`src/rtl/seg_pkg.sv`:
```
package seg_pkg;
  localparam int PAGE_BITS  = 12;
  localparam int PAGE_BYTES = 1 << PAGE_BITS;

  typedef enum logic [1:0] {
    ST_IDLE = 2'd0,
    ST_SPAN = 2'd1,
    ST_DIV  = 2'd2,
    ST_EMIT = 2'd3
  } seg_state_t;
endpackage

```
`src/rtl/seg_span.sv`:
```
module seg_span #(
  parameter int LEN_W = 16,
  parameter int MPS_W = 11,
  parameter int CAP_W = 14,
  parameter int PAGES = 2
) (
  input  logic [seg_pkg::PAGE_BITS-1:0] offset,
  input  logic [LEN_W-1:0]              rem,
  input  logic [MPS_W-1:0]              mps,
  input  logic                          single,
  output logic [CAP_W-1:0]              span,
  output logic                          is_final
);
  localparam int CMP_W     = (LEN_W > CAP_W) ? LEN_W : CAP_W;
  localparam int CAP_BYTES = PAGES * seg_pkg::PAGE_BYTES;

  logic [CMP_W-1:0] cap_x, rem_x, mps_x;

  assign cap_x = CMP_W'(CAP_BYTES) - CMP_W'(offset);
  assign rem_x = CMP_W'(rem);
  assign mps_x = CMP_W'(mps);

  always_comb begin
    if (single) begin
      is_final = (rem_x <= mps_x);
      span     = is_final ? CAP_W'(rem_x) : CAP_W'(mps_x);
    end else begin
      is_final = (rem_x <= cap_x);
      span     = is_final ? CAP_W'(rem_x) : CAP_W'(cap_x);
    end
  end
endmodule

```
`src/rtl/seg_divider.sv`:
```
module seg_divider #(
  parameter int N_W = 14,
  parameter int D_W = 11
) (
  input  logic           clk,
  input  logic           rst,
  input  logic           start,
  input  logic [N_W-1:0] dividend,
  input  logic [D_W-1:0] divisor,
  output logic           done,
  output logic [N_W-1:0] quot,
  output logic [D_W-1:0] rmd
);
  localparam int CNT_W = $clog2(N_W + 1);

  logic [CNT_W-1:0] cnt_q;
  logic [N_W-1:0]   num_q, quot_q;
  logic [D_W-1:0]   part_q, dvs_q;
  logic             busy_q, done_q;
  logic [D_W:0]     trial, diff;
  logic             take;

  assign trial = {part_q, num_q[N_W-1]};
  assign diff  = trial - {1'b0, dvs_q};
  assign take  = (trial >= {1'b0, dvs_q});

  always_ff @(posedge clk) begin
    if (rst) begin
      cnt_q  <= '0;
      num_q  <= '0;
      quot_q <= '0;
      part_q <= '0;
      dvs_q  <= '0;
      busy_q <= 1'b0;
      done_q <= 1'b0;
    end else begin
      done_q <= 1'b0;
      if (start) begin
        num_q  <= dividend;
        dvs_q  <= divisor;
        part_q <= '0;
        quot_q <= '0;
        cnt_q  <= CNT_W'(N_W);
        busy_q <= 1'b1;
      end else if (busy_q) begin
        part_q <= take ? D_W'(diff) : D_W'(trial);
        quot_q <= {quot_q[N_W-2:0], take};
        num_q  <= num_q << 1;
        cnt_q  <= cnt_q - 1'b1;
        if (cnt_q == CNT_W'(1)) begin
          busy_q <= 1'b0;
          done_q <= 1'b1;
        end
      end
    end
  end

  assign done = done_q;
  assign quot = quot_q;
  assign rmd  = part_q;

  AST_DIV_RMD_BOUND: assert property (@(posedge clk) disable iff (rst)
    done_q |-> (part_q < dvs_q));
endmodule

```
`src/rtl/seg_xact_fmt.sv`:
```
module seg_xact_fmt #(
  parameter int MPS_W = 11,
  parameter int CAP_W = 14
) (
  input  logic [CAP_W-1:0] span,
  input  logic [CAP_W-1:0] quot,
  input  logic [MPS_W-1:0] rmd,
  input  logic [MPS_W-1:0] mps,
  input  logic             is_final,
  input  logic             single,
  output logic [CAP_W-1:0] len,
  output logic [CAP_W-1:0] cnt,
  output logic [MPS_W-1:0] tail
);
  always_comb begin
    if (single) begin
      len  = span;
      cnt  = CAP_W'(1);
      tail = MPS_W'(span);
    end else if (is_final) begin
      len = span;
      if (span == '0) begin
        cnt  = CAP_W'(1);
        tail = '0;
      end else if (rmd != '0) begin
        cnt  = quot + CAP_W'(1);
        tail = rmd;
      end else begin
        cnt  = quot;
        tail = mps;
      end
    end else begin
      len  = span - CAP_W'(rmd);
      cnt  = quot;
      tail = mps;
    end
  end
endmodule

```
`src/rtl/xfer_segmenter.sv`:
```
module xfer_segmenter #(
  parameter int ADDR_W = 32,
  parameter int LEN_W  = 16,
  parameter int MPS_W  = 11,
  parameter int PAGES  = 2,
  parameter int CAP_W  = $clog2(PAGES * seg_pkg::PAGE_BYTES + 1)
) (
  input  logic              clk,
  input  logic              rst,
  input  logic              req_valid,
  output logic              req_ready,
  input  logic [ADDR_W-1:0] req_addr,
  input  logic [LEN_W-1:0]  req_len,
  input  logic [MPS_W-1:0]  req_mps,
  input  logic              req_single,
  output logic              out_valid,
  input  logic              out_ready,
  output logic [ADDR_W-1:0] out_addr,
  output logic [CAP_W-1:0]  out_len,
  output logic [CAP_W-1:0]  out_xact_cnt,
  output logic [MPS_W-1:0]  out_tail_len,
  output logic              out_last,
  output logic              done
);
  import seg_pkg::*;

  localparam int CAP_BYTES = PAGES * PAGE_BYTES;

  seg_state_t        state_q;
  logic [ADDR_W-1:0] addr_q;
  logic [LEN_W-1:0]  rem_q;
  logic [MPS_W-1:0]  mps_q;
  logic              single_q;
  logic [CAP_W-1:0]  span_q;
  logic              final_q;
  logic              done_q;

  logic [ADDR_W-1:0] o_addr_q;
  logic [CAP_W-1:0]  o_len_q, o_cnt_q;
  logic [MPS_W-1:0]  o_tail_q;
  logic              o_last_q;

  logic [CAP_W-1:0]  span_c;
  logic              final_c;
  logic              div_start, div_done;
  logic [CAP_W-1:0]  div_quot;
  logic [MPS_W-1:0]  div_rmd;
  logic [CAP_W-1:0]  fmt_len, fmt_cnt;
  logic [MPS_W-1:0]  fmt_tail;

  seg_span #(.LEN_W(LEN_W), .MPS_W(MPS_W), .CAP_W(CAP_W), .PAGES(PAGES)) u_span (
    .offset   (addr_q[PAGE_BITS-1:0]),
    .rem      (rem_q),
    .mps      (mps_q),
    .single   (single_q),
    .span     (span_c),
    .is_final (final_c)
  );

  assign div_start = (state_q == ST_SPAN) && !single_q;

  seg_divider #(.N_W(CAP_W), .D_W(MPS_W)) u_div (
    .clk      (clk),
    .rst      (rst),
    .start    (div_start),
    .dividend (span_c),
    .divisor  (mps_q),
    .done     (div_done),
    .quot     (div_quot),
    .rmd      (div_rmd)
  );

  seg_xact_fmt #(.MPS_W(MPS_W), .CAP_W(CAP_W)) u_fmt (
    .span     (span_q),
    .quot     (div_quot),
    .rmd      (div_rmd),
    .mps      (mps_q),
    .is_final (final_q),
    .single   (single_q),
    .len      (fmt_len),
    .cnt      (fmt_cnt),
    .tail     (fmt_tail)
  );

  always_ff @(posedge clk) begin
    if (rst) begin
      state_q  <= ST_IDLE;
      addr_q   <= '0;
      rem_q    <= '0;
      mps_q    <= '0;
      single_q <= 1'b0;
      span_q   <= '0;
      final_q  <= 1'b0;
      done_q   <= 1'b0;
      o_addr_q <= '0;
      o_len_q  <= '0;
      o_cnt_q  <= '0;
      o_tail_q <= '0;
      o_last_q <= 1'b0;
    end else begin
      done_q <= 1'b0;
      unique case (state_q)
        ST_IDLE: begin
          if (req_valid) begin
            addr_q   <= req_addr;
            rem_q    <= req_len;
            mps_q    <= req_mps;
            single_q <= req_single;
            state_q  <= ST_SPAN;
          end
        end
        ST_SPAN: begin
          span_q  <= span_c;
          final_q <= final_c;
          state_q <= ST_DIV;
        end
        ST_DIV: begin
          if (single_q || div_done) begin
            o_addr_q <= addr_q;
            o_len_q  <= fmt_len;
            o_cnt_q  <= fmt_cnt;
            o_tail_q <= fmt_tail;
            o_last_q <= final_q;
            state_q  <= ST_EMIT;
          end
        end
        ST_EMIT: begin
          if (out_ready) begin
            addr_q <= addr_q + ADDR_W'(o_len_q);
            rem_q  <= rem_q - LEN_W'(o_len_q);
            if (o_last_q) begin
              done_q  <= 1'b1;
              state_q <= ST_IDLE;
            end else begin
              state_q <= ST_SPAN;
            end
          end
        end
        default: state_q <= ST_IDLE;
      endcase
    end
  end

  assign req_ready    = (state_q == ST_IDLE);
  assign out_valid    = (state_q == ST_EMIT);
  assign out_addr     = o_addr_q;
  assign out_len      = o_len_q;
  assign out_xact_cnt = o_cnt_q;
  assign out_tail_len = o_tail_q;
  assign out_last     = o_last_q;
  assign done         = done_q;

  AST_SPAN_FITS: assert property (@(posedge clk) disable iff (rst)
    out_valid |-> (32'(out_addr[PAGE_BITS-1:0]) + 32'(out_len) <= 32'(CAP_BYTES)));
  AST_NONFINAL_MULT: assert property (@(posedge clk) disable iff (rst)
    (out_valid && !out_last && !single_q) |-> (32'(out_len) == 32'(out_xact_cnt) * 32'(mps_q)));
  AST_TAIL_RANGE: assert property (@(posedge clk) disable iff (rst)
    (out_valid && out_len != '0) |-> (out_tail_len != '0 && out_tail_len <= mps_q));
  AST_SINGLE_ONE: assert property (@(posedge clk) disable iff (rst)
    (out_valid && single_q) |-> (out_xact_cnt == CAP_W'(1)));
  AST_ZERO_CHUNK: assert property (@(posedge clk) disable iff (rst)
    (out_valid && out_len == '0) |-> (out_last && out_xact_cnt == CAP_W'(1) && out_tail_len == '0));
  AST_DONE_FOLLOWS: assert property (@(posedge clk) disable iff (rst)
    done |-> ($past(out_valid && out_ready && out_last) && req_ready));
  AST_NO_ACCEPT_BUSY: assert property (@(posedge clk) disable iff (rst)
    out_valid |-> !req_ready);
  AST_HOLD: assert property (@(posedge clk) disable iff (rst)
    (out_valid && !out_ready) |=> (out_valid && $stable(out_addr) && $stable(out_len)
      && $stable(out_xact_cnt) && $stable(out_tail_len) && $stable(out_last)));
endmodule

```
`config.mk`:
```
export PLATFORM = sky130hd
export DESIGN_NAME = xfer_segmenter
export DESIGN_NICKNAME = d
export VERILOG_FILES = /design/src/rtl/seg_pkg.sv /design/src/rtl/seg_span.sv /design/src/rtl/seg_divider.sv /design/src/rtl/seg_xact_fmt.sv /design/src/rtl/xfer_segmenter.sv
export SDC_FILE = /design/constraint.sdc
export NUM_CORES = 1
export LEC_CHECK = 0
export BUFFER_PORTS_ARGS = -buffer_cell sky130_fd_sc_hd__clkbuf_2
export CAP_MARGIN = 20
export CORE_MARGIN = 2
export CORE_UTILIZATION = 50
export DETAILED_ROUTE_END_ITERATION = 16
export PLACE_DENSITY_LB_ADDON = 0.05
export SLEW_MARGIN = 20
export SYNTH_ARGS = -nofsm -noshare
export SYNTH_HDL_FRONTEND = slang
export SYNTH_SLANG_ARGS = --single-unit
```
`constraint.sdc`:
```
create_clock -name clk -period 3.7 [get_ports clk]
set_input_delay 0.37 -clock clk [delete_from_list [all_inputs] [get_ports clk]]
set_output_delay 0.37 -clock clk [all_outputs]
set_load 0.05 [all_outputs]
```
Yosys cells after proc, flatten, opt, wreduce, memory -nomap -nowiden. Cells that the tools add are included.

Reductions and logical operators: 15. $lt $le $gt $ge: 3. Multiplexer cells: 35. Bitwise operators: 3. Add/subtract/negate cells: 7. Eq/ne operators: 7.

Operator list (count): $mux 14 (11); $mux 32 (2); $pmux 32 s2 (1); $mux 11 (5); $add 32x14->32 (1); $mux 16 (2); $pmux 16 s2 (1); $le 16x11->1 (1); $le 16x16->1 (1); $sub 16x14->16 (1); $sub 14x12->15 const A (1); $add 14x1->14 const B (1); $logic_not 14->1 (1); $sub 14x11->14 (1); $ge 12x11->1 (1); $reduce_bool 11->1 (1); $sub 11x11->11 (1); $mux 4 (2); $pmux 2 s4 (1); $mux 1 (7); $mux 2 (3); $reduce_and 3->1 (2); $reduce_or 3->1 (2); $eq 2x2->1 const B (2); 13 further kinds (18).

Bits in registers: 206. Logic and storage cells: 91. Bits of input ports: 64. Output and inout port bits: 75.

Depth between registers and ports, before layout.
Depth after elaboration: 5. Depth in mapped cells: 15. Mapped depth without buffers: 14.

Hierarchy. A second synthesis with hierarchy kept.

Cell total of the unflattened synthesis: 1709. Area total of the unflattened synthesis: 13157.6 um^2.

Modules (own cells, without submodules): xfer_segmenter (instances 1, area each 7744.9 um^2, seq. area each 3002.9 um^2, cells an instance 993); seg_divider (instances 1, area each 2832.7 um^2, seq. area each 1121.1 um^2, cells an instance 334); seg_xact_fmt (instances 1, area each 1335.0 um^2, seq. area each 0.0 um^2, cells an instance 214); seg_span (instances 1, area each 1244.9 um^2, seq. area each 0.0 um^2, cells an instance 168).

Least setup slack after synthesis. Ideal clock, no wire load.

Path kind: reg2reg. From: register addr_q[6]. To: register u_div.num_q[13]. Clock period less this slack: 3.602 ns. Path buffers: 2. Data required time: 3.614 ns. Arrival time: 3.516 ns. Library setup time: 0.086 ns. Slack: 0.098 ns. Stages on the path, launching flop included: 15. Path through: dfxtp_1 > clkbuf_1 > or4_1 > nor3_1 > xor2_1 > ha_1 > nand4_1 > or4_4 > nor2_4 > o21ai_1 > o211ai_2 > a2bb2oi_4 > buf_6 > mux2_2 > a211oi_1.

Word-level cells in the longest chain between the ends: 5.

Ends and longest elaborated chain: start, declared (RTL line xfer_segmenter.sv:30) `logic [ADDR_W-1:0] addr_q;`; start signal, assigned (RTL line xfer_segmenter.sv:105) `addr_q <= req_addr;`; start signal, assigned (RTL line xfer_segmenter.sv:129) `addr_q <= addr_q + ADDR_W'(o_len_q);`; $sub 14x12->15 * (RTL line seg_span.sv:19) `assign cap_x = CMP_W'(CAP_BYTES) - CMP_W'(offset);`; $le 16x16->1 (RTL line seg_span.sv:28) `is_final = (rem_x <= cap_x);`; $mux 14 * (RTL line seg_span.sv:29) `span = is_final ? CAP_W'(rem_x) : CAP_W'(cap_x);`; $mux 14 * (RTL line seg_span.sv:24) `if (single) begin`; $mux 14 * (RTL line seg_divider.sv:38) `if (start) begin`; end signal, assigned (RTL line seg_divider.sv:39) `num_q <= dividend;`; end signal, assigned (RTL line seg_divider.sv:48) `num_q <= num_q << 1;`; end, declared (RTL line seg_divider.sv:17) `logic [N_W-1:0] num_q, quot_q;`.

Mark *: on every way between the ends. The rest lies on a longest branch, timed or not. A chain may end at the register's enable or synchronous reset.

Final worst setup path.
From: register addr_q[6]. To: register u_div.num_q[10].

Same word-level chain as after synthesis.

==> run metrics <==
status complete, no violations; slew at the pin with the worst max-slew slack 0.936 ns; Req. time, crit path ~4.1 ns; Fillers approximately 2300; final hold slack 0.0596 ns; row cnt between 50 and 60; CTS tree yes; WP buf/inv 1; first-pass GRT wire length 58.4 mm; Worst EP arrival slightly below 4 ns; Die X approximately 160 um; Starting Density 50.7%; Final #Nets 1829; final instance area 0.0143 mm2; number of vias per cell 5.70; crit-path cells or4_4 -> nor3_4 -> xor2_1 -> ha_1 -> nand4_1 -> or4_4 -> nor2_4 -> o21ai_1 -> o211ai_2 -> a2bb2oi_4 -> buf_12 -> mux2_2 -> a211oi_1; Min-Delay Path Class in -> reg; fin crit period 3.52 ns; startpoint types flip-flop; Setup Skew 0.0229 ns; io pins 139; WL/cell 18.1 um; DR pass1 iterations 5; grt ovf 0; Net Sw Power about 5.4 mW; area of the multi-input gates 0.00760 mm2; Flop pwr share a little over a quarter; Sw Ratio a little over two fifths; clock power share about 22%; initial antenna violation count 0; Final Cycle Share 95.3%; Cells after Synth between 1500 and 2000; Final setup viols 0; clock sinks 206; GRT Total Usage between 20% and 30%; most frequent cells in the layout 257 x nand2_1, 205 x dfxtp_1, 151 x a21oi_1; ys flop type dfxtp_1; total wire length between 30 and 40 mm; # DRC 0; post-synth cell types 75; total CTS buffers 25; Syn Area/Cell 7.84 um2; Clock transition at path regs 0.06 ns; most used cell, CP or4_4; DR vias ~12000; Post-DRT Antenna Nets 0; Crit path largest cell delay roughly 0.56 ns; R2R setup slack approximately 0.18 ns; Hold Buf Count CTS 0; number of flops mapped to enable cells by yosys 0; Pins Over Slew Limit 0; Synthesized Nets 1715; fraction of layout cells with a size suffix above 1 roughly 16%; CP max FO 18; vias in the first global route ~11000; Reg area 0.00413 mm2; Port Buffers 138; Hold Fails Final Rpt 0; Worst Path Class, Setup reg -> reg; CTS max path bufs 3; CTS root buf clkbuf_16; H-tree Lvls 1; gpl congestion between 0.9 and 1; delay-heaviest family, CP simple AND/OR/NAND/NOR gates; YS warnings 0; Async SR Flop Fraction 0%; initial drt markers 636; commonest non-fill, non-tap cell in the layout nand2_1; Post-Syn Area 0.0123 mm2; Ant. Diodes 0; DIE HEIGHT 161 um; Detailed Place HPWL 26.6 mm; pwr dens roughly 870 mW/mm2; max cap viols 0; Placed Area 0.0133 mm2; Area Growth Syn to Fin 16.8%; Core ar. 0.0242 mm2; power share of the combinational group between 50% and 60%; Pint 7.12 mW; Peak Freq 284 MHz; largest net degree at the start of global routing 67; leakage 5.81 nW; Yosys reg bits approximately 210; Tot Pwr roughly 13 mW; Inst Count DP 1974; critical path capture point type flip-flop; relative slew slack 37.6%; latest clock arrival within the worst-skew pair 0.53 ns; CP max stage cell or4_4; Seq/Total Area, Yosys 33.6%; full die area 0.0258 mm2; post-route insts no fill approximately 2000; maximum VDD drop 0.585 mV
-- metrics by stage --
stage / TNS [ns] / util (%) / setup WS, ns
5_1_grt: -0.0286 / 59.3 / -0.0108
6_report: 0 / 59.3 / 0.175
3_3_place_gp: 0 / 55.1 / 0.119
4_1_cts: 0 / 59.0 / 0.0293
3_5_place_dp: -0.0510 / 55.1 / -0.0510
2_1_floorplan: 0 / - / 0.0983
-- path summary, 6_finish.rpt --
path | start | to | depth (start not counted)
setup reg to reg | addr_q[6]$_SDFFE_PP0P_ | u_div.num_q[10]$_SDFFE_PP0P_ | 13
hold / removal | req_mps[5] | mps_q[5]$_SDFFE_PP0P_ | 3
setup / recovery | addr_q[6]$_SDFFE_PP0P_ | u_div.num_q[10]$_SDFFE_PP0P_ | 13
hold reg to reg | out_addr[11]$_SDFFE_PP0P_ | out_addr[11]$_SDFFE_PP0P_ | 2
-- metal layers --
layer / part of all wire [%] / global-route usage, %
met1: 47 / 39.5
met2: 45 / 45.4
met3: 6.1 / 3.67
met4: 2.4 / 7.13
met5: 0 / 0
-- worst reg2reg max path, cell delays in order, from the launching register on --
cell	delay [ns]
dfxtp_1	0.31
or4_4	0.56
nor3_4	0.22
xor2_1	0.12
ha_1	0.32
nand4_1	0.09
or4_4	0.52
nor2_4	0.15
o21ai_1	0.09
o211ai_2	0.10
a2bb2oi_4	0.17
buf_12	0.17
mux2_2	0.36
a211oi_1	0.25
-- power by group through the flow --
stage	Clock [mW]	Combinational, mW	Sequential, mW
3_3_place_gp	0	6.20	3.34
4_1_cts	2.81	6.33	3.29
3_5_place_dp	0	6.28	3.33
6_report	2.77	6.44	3.33
5_1_grt	2.89	7.19	3.39
2_1_floorplan	0	4.85	3.11
-- cell type report --
cell class              count  area share, %
repair buffers            174           6.81
clock inverters            11           1.47
flip-flops and latches    206           28.8
multi-input cells        1193           53.0
clock buffers              33           5.06
well taps                 324           2.83
inverters                  78           2.04
-- state kept, by name, summed over array words and instances (netlist names), 2 cells and up --
| signal | cells |
|---|---|
| out_xact_cnt | 14 |
| state_q | 2 |
| out_tail_len | 11 |
| u_div.num_q | 14 |
| rem_q | 16 |
| mps_q | 11 |
| u_div.dvs_q | 11 |
| addr_q | 32 |
| out_len | 14 |
| out_addr | 32 |
| span_q | 14 |
| u_div.cnt_q | 4 |
| u_div.quot | 14 |
| u_div.rmd | 11 |
-- kinds of logic (layout without fill, tap and decap cells) --
family                     after synthesis  in the layout  synth area share [%]
AOI/OAI and AO/OA                      419            419                  21.9
xor gates and xnor gates                57             57                  4.07
adders and majority gates               87             87                  9.12
buffers and inverters                  165            296                  5.23
DFF                                    206            206                  33.6
muxes                                   54             54                  4.53
and+or+nand+nor                        576            576                  21.5
-- cell usage after synthesis (22+ instances only) --
cell type / instances / area, um2
xnor2_1: 28 / 245
a21oi_1: 152 / 761
a211oi_1: 53 / 398
nor3_1: 26 / 130
nand2_1: 259 / 972
dfxtp_1: 206 / 4120
nor2b_1: 22 / 138
o21ai_0: 59 / 295
nor2_1: 129 / 484
clkbuf_1: 70 / 263
inv_1: 78 / 293
mux2i_1: 42 / 420
xor2_1: 29 / 254
ha_1: 83 / 1040
-- repair_timing --
item | 4_1_cts | 5_1_grt
endpoints found under the setup margin | 5 | 24
pin swaps | 0 | 2
gates resized for setup | 1 | 9
buffers inserted | 0 | 1
Note: power is estimated with default switching activity, not from simulation.
